File: config.mk
export PLATFORM = sky130hd
export DESIGN_NAME = asi_sync_encoder
export DESIGN_NICKNAME = d
export VERILOG_FILES = /design/src/rtl/asi_enc_pkg.sv /design/src/rtl/asi_sym_select.sv /design/src/rtl/asi_enc_6b.sv /design/src/rtl/asi_enc_4b.sv /design/src/rtl/asi_sync_encoder.sv
export SDC_FILE = /design/constraint.sdc
export NUM_CORES = 1
export LEC_CHECK = 0
export ABC_AREA = 1
export CAP_MARGIN = 30
export CORE_ASPECT_RATIO = 0.5
export CORE_MARGIN = 2
export CORE_UTILIZATION = 30
export DETAILED_ROUTE_END_ITERATION = 8
export DONT_BUFFER_PORTS = 1
export HOLD_SLACK_MARGIN = 0.15
export PLACE_DENSITY = 0.47
export SYNTH_ARGS = -nofsm -noshare
export SYNTH_HDL_FRONTEND = slang
export SYNTH_SLANG_ARGS = --single-unit
File: constraint.sdc
create_clock -name clk -period 11.9 [get_ports clk]
set_input_delay 0.595 -clock clk [delete_from_list [all_inputs] [get_ports clk]]
set_output_delay 0.595 -clock clk [all_outputs]
set_load 0.02 [all_outputs]
File: src/rtl/asi_enc_pkg.sv
package asi_enc_pkg;

    localparam int SYM_W  = 8;
    localparam int CODE_W = 10;

    localparam logic [SYM_W-1:0]  COMMA_BYTE = 8'hBC;
    localparam logic [CODE_W-1:0] COMMA_NEG  = 10'b0011111010;
    localparam logic [CODE_W-1:0] COMMA_POS  = 10'b1100000101;

    typedef enum logic {
        RD_NEG = 1'b0,
        RD_POS = 1'b1
    } rd_e;

    typedef struct packed {
        logic [CODE_W-1:0] code;
        logic              valid;
        logic              err;
        rd_e               rd;
    } enc_state_t;

    localparam enc_state_t ENC_RESET = '{code: '0, valid: 1'b0, err: 1'b0, rd: RD_NEG};

    function automatic logic [2:0] ones6(input logic [5:0] v);
        logic [2:0] n;
        n = '0;
        for (int i = 0; i < 6; i++) n = n + {2'b00, v[i]};
        return n;
    endfunction

    function automatic logic [2:0] ones4(input logic [3:0] v);
        logic [2:0] n;
        n = '0;
        for (int i = 0; i < 4; i++) n = n + {2'b00, v[i]};
        return n;
    endfunction

endpackage

File: src/rtl/asi_sym_select.sv
module asi_sym_select
    import asi_enc_pkg::*;
#(
    parameter int BUS_W = 10
) (
    input  logic [BUS_W-1:0] bus_in,
    input  logic             kin,
    input  logic             insync,
    output logic [SYM_W-1:0] sym,
    output logic             sym_is_k,
    output logic             bad_k
);

    logic [SYM_W-1:0] raw;
    logic [4:0]       x_fld;
    logic [2:0]       y_fld;
    logic             k_legal;

    assign raw   = bus_in[SYM_W-1:0];
    assign x_fld = raw[4:0];
    assign y_fld = raw[7:5];

    generate
        if (BUS_W > SYM_W) begin : g_spare
            logic unused_spare_bits;
            assign unused_spare_bits = ^bus_in[BUS_W-1:SYM_W];
        end
    endgenerate

    always_comb begin
        k_legal = (x_fld == 5'd28) ||
                  ((y_fld == 3'd7) &&
                   ((x_fld == 5'd23) || (x_fld == 5'd27) ||
                    (x_fld == 5'd29) || (x_fld == 5'd30)));
        sym      = raw;
        sym_is_k = kin;
        bad_k    = 1'b0;
        if (insync) begin
            sym      = COMMA_BYTE;
            sym_is_k = 1'b1;
        end else if (kin && !k_legal) begin
            sym      = COMMA_BYTE;
            sym_is_k = 1'b1;
            bad_k    = 1'b1;
        end
    end

endmodule

File: src/rtl/asi_enc_6b.sv
module asi_enc_6b
    import asi_enc_pkg::*;
(
    input  logic [4:0] x_in,
    input  logic       is_k,
    input  rd_e        rd_in,
    output logic [5:0] code6,
    output rd_e        rd_mid
);

    logic [5:0] base;
    logic [2:0] n_base;
    logic [2:0] n_code;

    always_comb begin
        case (x_in)
            5'd0:  base = 6'b100111;
            5'd1:  base = 6'b011101;
            5'd2:  base = 6'b101101;
            5'd3:  base = 6'b110001;
            5'd4:  base = 6'b110101;
            5'd5:  base = 6'b101001;
            5'd6:  base = 6'b011001;
            5'd7:  base = 6'b111000;
            5'd8:  base = 6'b111001;
            5'd9:  base = 6'b100101;
            5'd10: base = 6'b010101;
            5'd11: base = 6'b110100;
            5'd12: base = 6'b001101;
            5'd13: base = 6'b101100;
            5'd14: base = 6'b011100;
            5'd15: base = 6'b010111;
            5'd16: base = 6'b011011;
            5'd17: base = 6'b100011;
            5'd18: base = 6'b010011;
            5'd19: base = 6'b110010;
            5'd20: base = 6'b001011;
            5'd21: base = 6'b101010;
            5'd22: base = 6'b011010;
            5'd23: base = 6'b111010;
            5'd24: base = 6'b110011;
            5'd25: base = 6'b100110;
            5'd26: base = 6'b010110;
            5'd27: base = 6'b110110;
            5'd28: base = 6'b001110;
            5'd29: base = 6'b101110;
            5'd30: base = 6'b011110;
            default: base = 6'b101011;
        endcase
        if (is_k && (x_in == 5'd28)) base = 6'b001111;

        n_base = ones6(base);
        // balanced words are sent as-is, except x=7 which alternates
        if ((n_base == 3'd3) && (x_in != 5'd7)) code6 = base;
        else                                     code6 = (rd_in == RD_POS) ? ~base : base;

        n_code = ones6(code6);
        if (n_code == 3'd3)     rd_mid = rd_in;
        else if (n_code > 3'd3) rd_mid = RD_POS;
        else                    rd_mid = RD_NEG;
    end

endmodule

File: src/rtl/asi_enc_4b.sv
module asi_enc_4b
    import asi_enc_pkg::*;
(
    input  logic [2:0] y_in,
    input  logic [4:0] x_in,
    input  logic       is_k,
    input  rd_e        rd_in,
    output logic [3:0] code4,
    output rd_e        rd_out
);

    logic [3:0] base;
    logic [2:0] n_code;
    logic       use_alt;

    always_comb begin
        use_alt = 1'b0;
        base    = 4'b0000;
        if (is_k) begin
            case (y_in)
                3'd0: base = 4'b1011;
                3'd1: base = 4'b0110;
                3'd2: base = 4'b1010;
                3'd3: base = 4'b1100;
                3'd4: base = 4'b1101;
                3'd5: base = 4'b0101;
                3'd6: base = 4'b1001;
                default: base = 4'b0111;
            endcase
            code4 = (rd_in == RD_POS) ? ~base : base;
        end else if (y_in == 3'd7) begin
            // alternate form avoids a run of five after these 6b words
            use_alt = ((rd_in == RD_NEG) &&
                       ((x_in == 5'd17) || (x_in == 5'd18) || (x_in == 5'd20))) ||
                      ((rd_in == RD_POS) &&
                       ((x_in == 5'd11) || (x_in == 5'd13) || (x_in == 5'd14)));
            base  = use_alt ? 4'b0111 : 4'b1110;
            code4 = (rd_in == RD_POS) ? ~base : base;
        end else begin
            case (y_in)
                3'd0: base = 4'b1011;
                3'd1: base = 4'b1001;
                3'd2: base = 4'b0101;
                3'd3: base = 4'b1100;
                3'd4: base = 4'b1101;
                3'd5: base = 4'b1010;
                default: base = 4'b0110;
            endcase
            if ((ones4(base) == 3'd2) && (y_in != 3'd3)) code4 = base;
            else code4 = (rd_in == RD_POS) ? ~base : base;
        end

        n_code = ones4(code4);
        if (n_code == 3'd2)     rd_out = rd_in;
        else if (n_code > 3'd2) rd_out = RD_POS;
        else                    rd_out = RD_NEG;
    end

endmodule

File: src/rtl/asi_sync_encoder.sv
module asi_sync_encoder
    import asi_enc_pkg::*;
#(
    parameter int BUS_W = 10
) (
    input  logic              clk,
    input  logic              rst,
    input  logic [BUS_W-1:0]  data_in,
    input  logic              kin,
    input  logic              insync,
    output logic [CODE_W-1:0] code_out,
    output logic              code_valid,
    output logic              code_err
);

    enc_state_t       state_d;
    enc_state_t       state_q;

    logic [SYM_W-1:0] sym;
    logic             sym_is_k;
    logic             bad_k;
    logic [5:0]       code6;
    logic [3:0]       code4;
    rd_e              rd_mid;
    rd_e              rd_next;
    logic             rd_pos;

    asi_sym_select #(.BUS_W(BUS_W)) u_sel (
        .bus_in   (data_in),
        .kin      (kin),
        .insync   (insync),
        .sym      (sym),
        .sym_is_k (sym_is_k),
        .bad_k    (bad_k)
    );

    asi_enc_6b u_6b (
        .x_in   (sym[4:0]),
        .is_k   (sym_is_k),
        .rd_in  (state_q.rd),
        .code6  (code6),
        .rd_mid (rd_mid)
    );

    asi_enc_4b u_4b (
        .y_in   (sym[7:5]),
        .x_in   (sym[4:0]),
        .is_k   (sym_is_k),
        .rd_in  (rd_mid),
        .code4  (code4),
        .rd_out (rd_next)
    );

    always_comb begin
        state_d       = state_q;
        state_d.code  = {code6, code4};
        state_d.valid = 1'b1;
        state_d.err   = bad_k;
        state_d.rd    = rd_next;
    end

    always_ff @(posedge clk) begin
        if (rst) state_q <= ENC_RESET;
        else     state_q <= state_d;
    end

    assign code_out   = state_q.code;
    assign code_valid = state_q.valid;
    assign code_err   = state_q.err;
    assign rd_pos     = (state_q.rd == RD_POS);

endmodule

Word-level counts from Yosys, hierarchy flattened
Memories as Yosys holds them, arrays and structs flattened. Index checks and enable logic that the tools add are counted.

Output and inout port bits: 12. Memory bits (read-only): 192. Word-level logic and storage cells: 99. Bits in registers: 13. Memories kept: 1.

Memory list: (no name shown) (words 32, width 6, read ports 1, clocked after memory_dff 0, write ports 0, RTL line asi_enc_6b.sv:16) `case (x_in)`.

Add/subtract/negate cells: 16. Bitwise operators: 5. Muxes and demuxes: 26. Eq/ne operators: 26. Reductions and logical operators: 19. Magnitude comparators: 2.

Operators with widths (count): $eq 5x5->1 const B (9); $mux 4 (10); $add 3x1->3 (10); $pmux 4 s7 (1); $pmux 4 s6 (1); $eq 3x2->1 const B (6); $mux 6 (3); $mux 8 (2); $eq 3x3->1 const B (5); $eq 5x4->1 const B (3); $not 4->4 (3); $logic_or 1x1->1 (9); $add 1x1->2 (4); $mux 1 (8); $logic_and 1x1->1 (7); $add 2x1->3 (2); $gt 3x2->1 const B (2); $not 6->6 (1); $ne 5x3->1 const B (1); $eq 3x1->1 const B (1); $logic_not 3->1 (1); $mux 3 (1); $ne 3x2->1 const B (1); $reduce_or 2->1 (1); 2 further kinds (2).

Longest topological paths before layout
Depth in word-level cells: 44. Mapped depth: 51. Gate-level depth less buffers: 49.

Modules after synthesis
Synthesis repeated with hierarchy kept, for this count alone.

Cells, all modules: 312. Area, all modules: 1873.0 um^2.

By module, submodules not included: asi_enc_6b (instances 1, cells each 136, area each 823.3 um^2); asi_enc_4b (instances 1, cells each 107, area each 544.3 um^2); asi_sync_encoder (instances 1, cells each 39, area each 365.4 um^2); asi_sym_select (instances 1, cells each 30, area each 140.1 um^2).

Worst setup path before layout
OpenSTA, ideal clock, no wires.

Path type: input -> register. Start point: in data_in[2]. End point: reg state_q, in the netlist rd_pos. Required time: 11830 ps. Stages: 49. Setup slack: 3313 ps. Path buffers: 2. Arrival: 8517 ps. Cell sequence: inv_2 nand2_2 nand2_2 nor2_1 nand3_2 nand2_4 buf_12 nand3_1 inv_1 ha_1 inv_1 nand2_1 nand2_1 nand2_1 nand3_1 nand2_1 inv_1 ha_1 [... 13 more ...] ha_1 fa_1 nand3_1 o21ai_0 buf_2 inv_1 nand2_1 nand2_1 nand2_1 nand3_1 and2_1 fa_1 inv_1 ha_1 ha_1 nor3b_1 o21ai_0 a21oi_1.

Cells in the longest elaborated chain, start to end: 43.

Ends and longest elaborated chain: start: declaration (RTL line asi_sync_encoder.sv:8) `input logic [BUS_W-1:0] data_in,`; parallel branches: the longest is 42 deep, another holds $mem_v2 32x6; $mux 1 * (RTL line asi_enc_4b.sv:54) `if (n_code == 3'd2) rd_out = rd_in;`; end signal: assignment (RTL line asi_sync_encoder.sv:64) `else state_q <= state_d;`; end: declaration (RTL line asi_sync_encoder.sv:17) `enc_state_t state_q;`.

Every way passes the cells marked *. The select of a mux whose other input is x is not followed. A chain may end at the register's enable or synchronous reset.

Final worst setup path
Same ends and word-level chain as after synthesis.

==> run summary <==
Vert. Die Dim -> 59.3 µm
Cell row count -> 20
Gr usage total -> 12.9%
Routability Congestion -> 0.871
Synth Flop Type -> dfxtp_1
Root buf cell -> clkbuf_16
Net Sw Power -> 0.000303 W
Max-cap violation count -> 0
CTS tree -> done
Clk slew on worst S/H paths -> 0.04 ns
R2r setup slk -> 6.60 ns
Syn_nets -> 310
Initial cell density of the core -> 30.7%
Clock power share -> 10.7%
Setup violations, final -> 0
Pint -> 0.000276 W
RSZ-0062 raised after global routing -> no
IO Pins -> 26
Final HPWL from detailed placement -> 3.45 mm
Max VDD drop -> 0.113 mV
DRT iter0 DRCs -> 83
Worst reg2reg path depth -> 25
Critical path arrival -> 9.46 ns
Critical path class -> input pin to flip-flop
Post-synthesis cell type count -> 37
Port Buffer Count -> 0
FF+latch count, synth -> 13
Skew-Pair Late Insertion Delay -> 0.24 ns
Vias per inst -> 4.55
Number of flops mapped to enable cells by yosys -> 0
Max frequency -> 0.108 GHz
Antenna cells -> 0
Clock Tree Buf Depth -> 2
Hold Crit Class -> input pin to flip-flop
Max stage delay on crit path -> 0.51 ns
Number of global-route vias before repair -> 1570
Slowest-stage cell, CP -> fa_1
Final Max Tran Viols -> 0
Layout cells sized above 1 -> 18.2%
Mean post-synth cell area -> 6.72 µm²
First drt pass iteration count -> 4
Number of hold buffers added after CTS -> 0
Critical Path Fanout Max -> 15
Routed len/inst -> 11.7 µm
Largest net degree at the start of global routing -> 16
Final Hold Viols -> 0
Total negative slack -> 0 ns
Skew final -> 0.00381 ns
Cts repair resizes -> 0
Worst slew pin tran -> 0.540 ns
Synth top area share -> 14.2%
Synth warn -> 0
Overall Power -> 0.000578 W
CTS buffer count -> 3
Crit path top cell by count -> inv_1
Post-Syn Area -> 1840 µm²
Vias -> 1598
H-tree depth -> 1
Crit path time final -> 9.29 ns
Post CTS Setup Buffer Count -> 0
DRT antenna net count -> 0
First-pass GRT wire length -> 6.96 mm
Lkg Pwr -> 1.04 nW
Antenna violations before repair -> 0
Ranking of synthesized cells by area -> dfxtp_1, nand2_1, ha_1, inv_1, fa_1
Hold EP -> code_out[1]$_SDFF_PP0_
Synth area leader -> dfxtp_1
Part of the power in registers -> 13.9%
WP data required -> 12.07 ns
CORE AREA -> 5980 µm²
Relative slew slack -> 63.9%
Final period util -> 78.1%
Post-synthesis sequential area ratio -> 14.2%
Total grt overflow -> 0
Total wire length -> 4.12 mm
Ys async rst share -> 0%
Pwr/cell area -> 292 nW/µm²
CTS Sinks -> 13
Worst R2R End -> rd_pos$_SDFF_PP0_
Die X -> 115 µm
Layout Nets -> 312
Status -> complete, no violations
WHS Path Cells -> 1
Bufs and invs on worst path -> 10
P&R area growth vs syn -> 8.04%
Startpoint Class -> input pin
DRC viols -> 0
Synth Instances -> 273
Die ar. -> 6800 µm²
Critical path's top delay family -> adder cells
Worst hold path startpoint -> rst
Switch share -> 52.3%
Origin of the critical flop-to-flop path -> rd_pos$_SDFF_PP0_
Gate power share -> 75.5%
CP endpoint kind -> flip-flop
per-stage QoR:
stage               std cells  hold WS (ns)  utilization, %  area, µm²  setup WS, ns
finish                    351         0.413            33.2       1980          2.61
global route              351         0.401            33.2       1980          1.89
CTS                       351         0.409            33.2       1980          2.53
detailed placement        347         0.631            31.8       1900          2.34
global placement          347         0.630            31.8       1900          2.38
floorplan                 273         0.579               -       1840          3.31
sequential cells by signal, indices dropped and copies added (netlist names):
register,cells
rd_pos,1
code_valid,1
code_err,1
code_out,10
layout by cell type, fill, tap and decap left out, types with 2 or more instances in the layout:
| cell | count |
|---|---|
| nand3_4 | 2 |
| o21ai_0 | 6 |
| clkbuf_16 | 3 |
| nor2_1 | 13 |
| inv_1 | 47 |
| ha_1 | 15 |
| fa_1 | 8 |
| nor3b_1 | 2 |
| nand2_1 | 68 |
| o21ai_1 | 3 |
| a21oi_1 | 8 |
| nand2_4 | 2 |
| and2_1 | 2 |
| dfxtp_1 | 13 |
| nand2_2 | 13 |
| nand4_1 | 7 |
| nand3_2 | 6 |
| nand3_1 | 27 |
| inv_2 | 3 |
| clkinv_2 | 4 |
| nor2_2 | 8 |
per-layer routing:
metal  up-vias  part of all wire (%)  global-route usage, %
li1        860                     -                      -
met3         2                   4.8                   2.97
met2        33                    47                   23.2
met1       703                    47                   16.5
met4         0                  0.34                   1.39
met5         -                     0                      0
worst register-to-register path: stages (launching register included):
cell and delay [ns]:
dfxtp_1 0.36, inv_1 0.09, a21oi_4 0.18, nand2_1 0.09
and2_1 0.16, fa_1 0.51, fa_1 0.49, inv_1 0.05
ha_1 0.20, fa_1 0.49, nand3_1 0.07, o21ai_0 0.20
buf_4 0.22, inv_1 0.13, nand2_1 0.08, nand2_1 0.04
nand2_1 0.09, nand3_1 0.10, and2_1 0.16, fa_1 0.48
inv_1 0.04, ha_1 0.19, ha_1 0.27, nor3b_1 0.29
o21ai_0 0.12, a21oi_1 0.12
Yosys cell counts, types with 6 or more instances:
| library cell | number |
|---|---|
| nand2_2 | 13 |
| a21oi_1 | 8 |
| nor2_2 | 8 |
| fa_1 | 8 |
| ha_1 | 15 |
| nor2_1 | 13 |
| inv_1 | 47 |
| nand3_2 | 6 |
| o21ai_0 | 6 |
| nand3_1 | 27 |
| dfxtp_1 | 13 |
| nand4_1 | 7 |
| nand2_1 | 68 |
cell families after synthesis:
family | share of synthesized area, %
adders and majority gates | 19.0
buffers and inverters | 13.0
DFF | 14.2
xor gates and xnor gates | 0.886
AOI/OAI and AO/OA | 7.57
and+or+nand+nor | 45.4
worst max path at each step:
stage	startpoint	endpoint	slack, ns	cells after the start
finish	data_in[2]	rd_pos$_SDFF_PP0_	2.61	48
global route	data_in[2]	rd_pos$_SDFF_PP0_	1.89	48
CTS	data_in[2]	rd_pos$_SDFF_PP0_	2.53	48
detailed placement	data_in[2]	rd_pos$_SDFF_PP0_	2.34	48
global placement	data_in[2]	rd_pos$_SDFF_PP0_	2.38	48
floorplan	data_in[2]	rd_pos$_SDFF_PP0_	3.31	49
power groups by stage:
stage / registers (W) / logic, W / clock network (W)
6_report: 0.0000802 / 0.000436 / 0.0000617
5_1_grt: 0.0000819 / 0.000505 / 0.0000660
4_1_cts: 0.0000807 / 0.000445 / 0.0000633
3_5_place_dp: 0.0000815 / 0.000433 / 0
3_3_place_gp: 0.0000812 / 0.000421 / 0
2_1_floorplan: 0.0000793 / 0.000340 / 0
layout make-up:
type | count | area, µm²
fill | 630 | 4000
multi-input combinational | 203 | 1340
sequential | 13 | 260
inverter | 53 | 203
tap | 77 | 96.3
clock buffer | 3 | 75.1
timing repair buffer | 1 | 7.51
clock inverter | 1 | 5.00
Power figures use the tool's default switching activity.
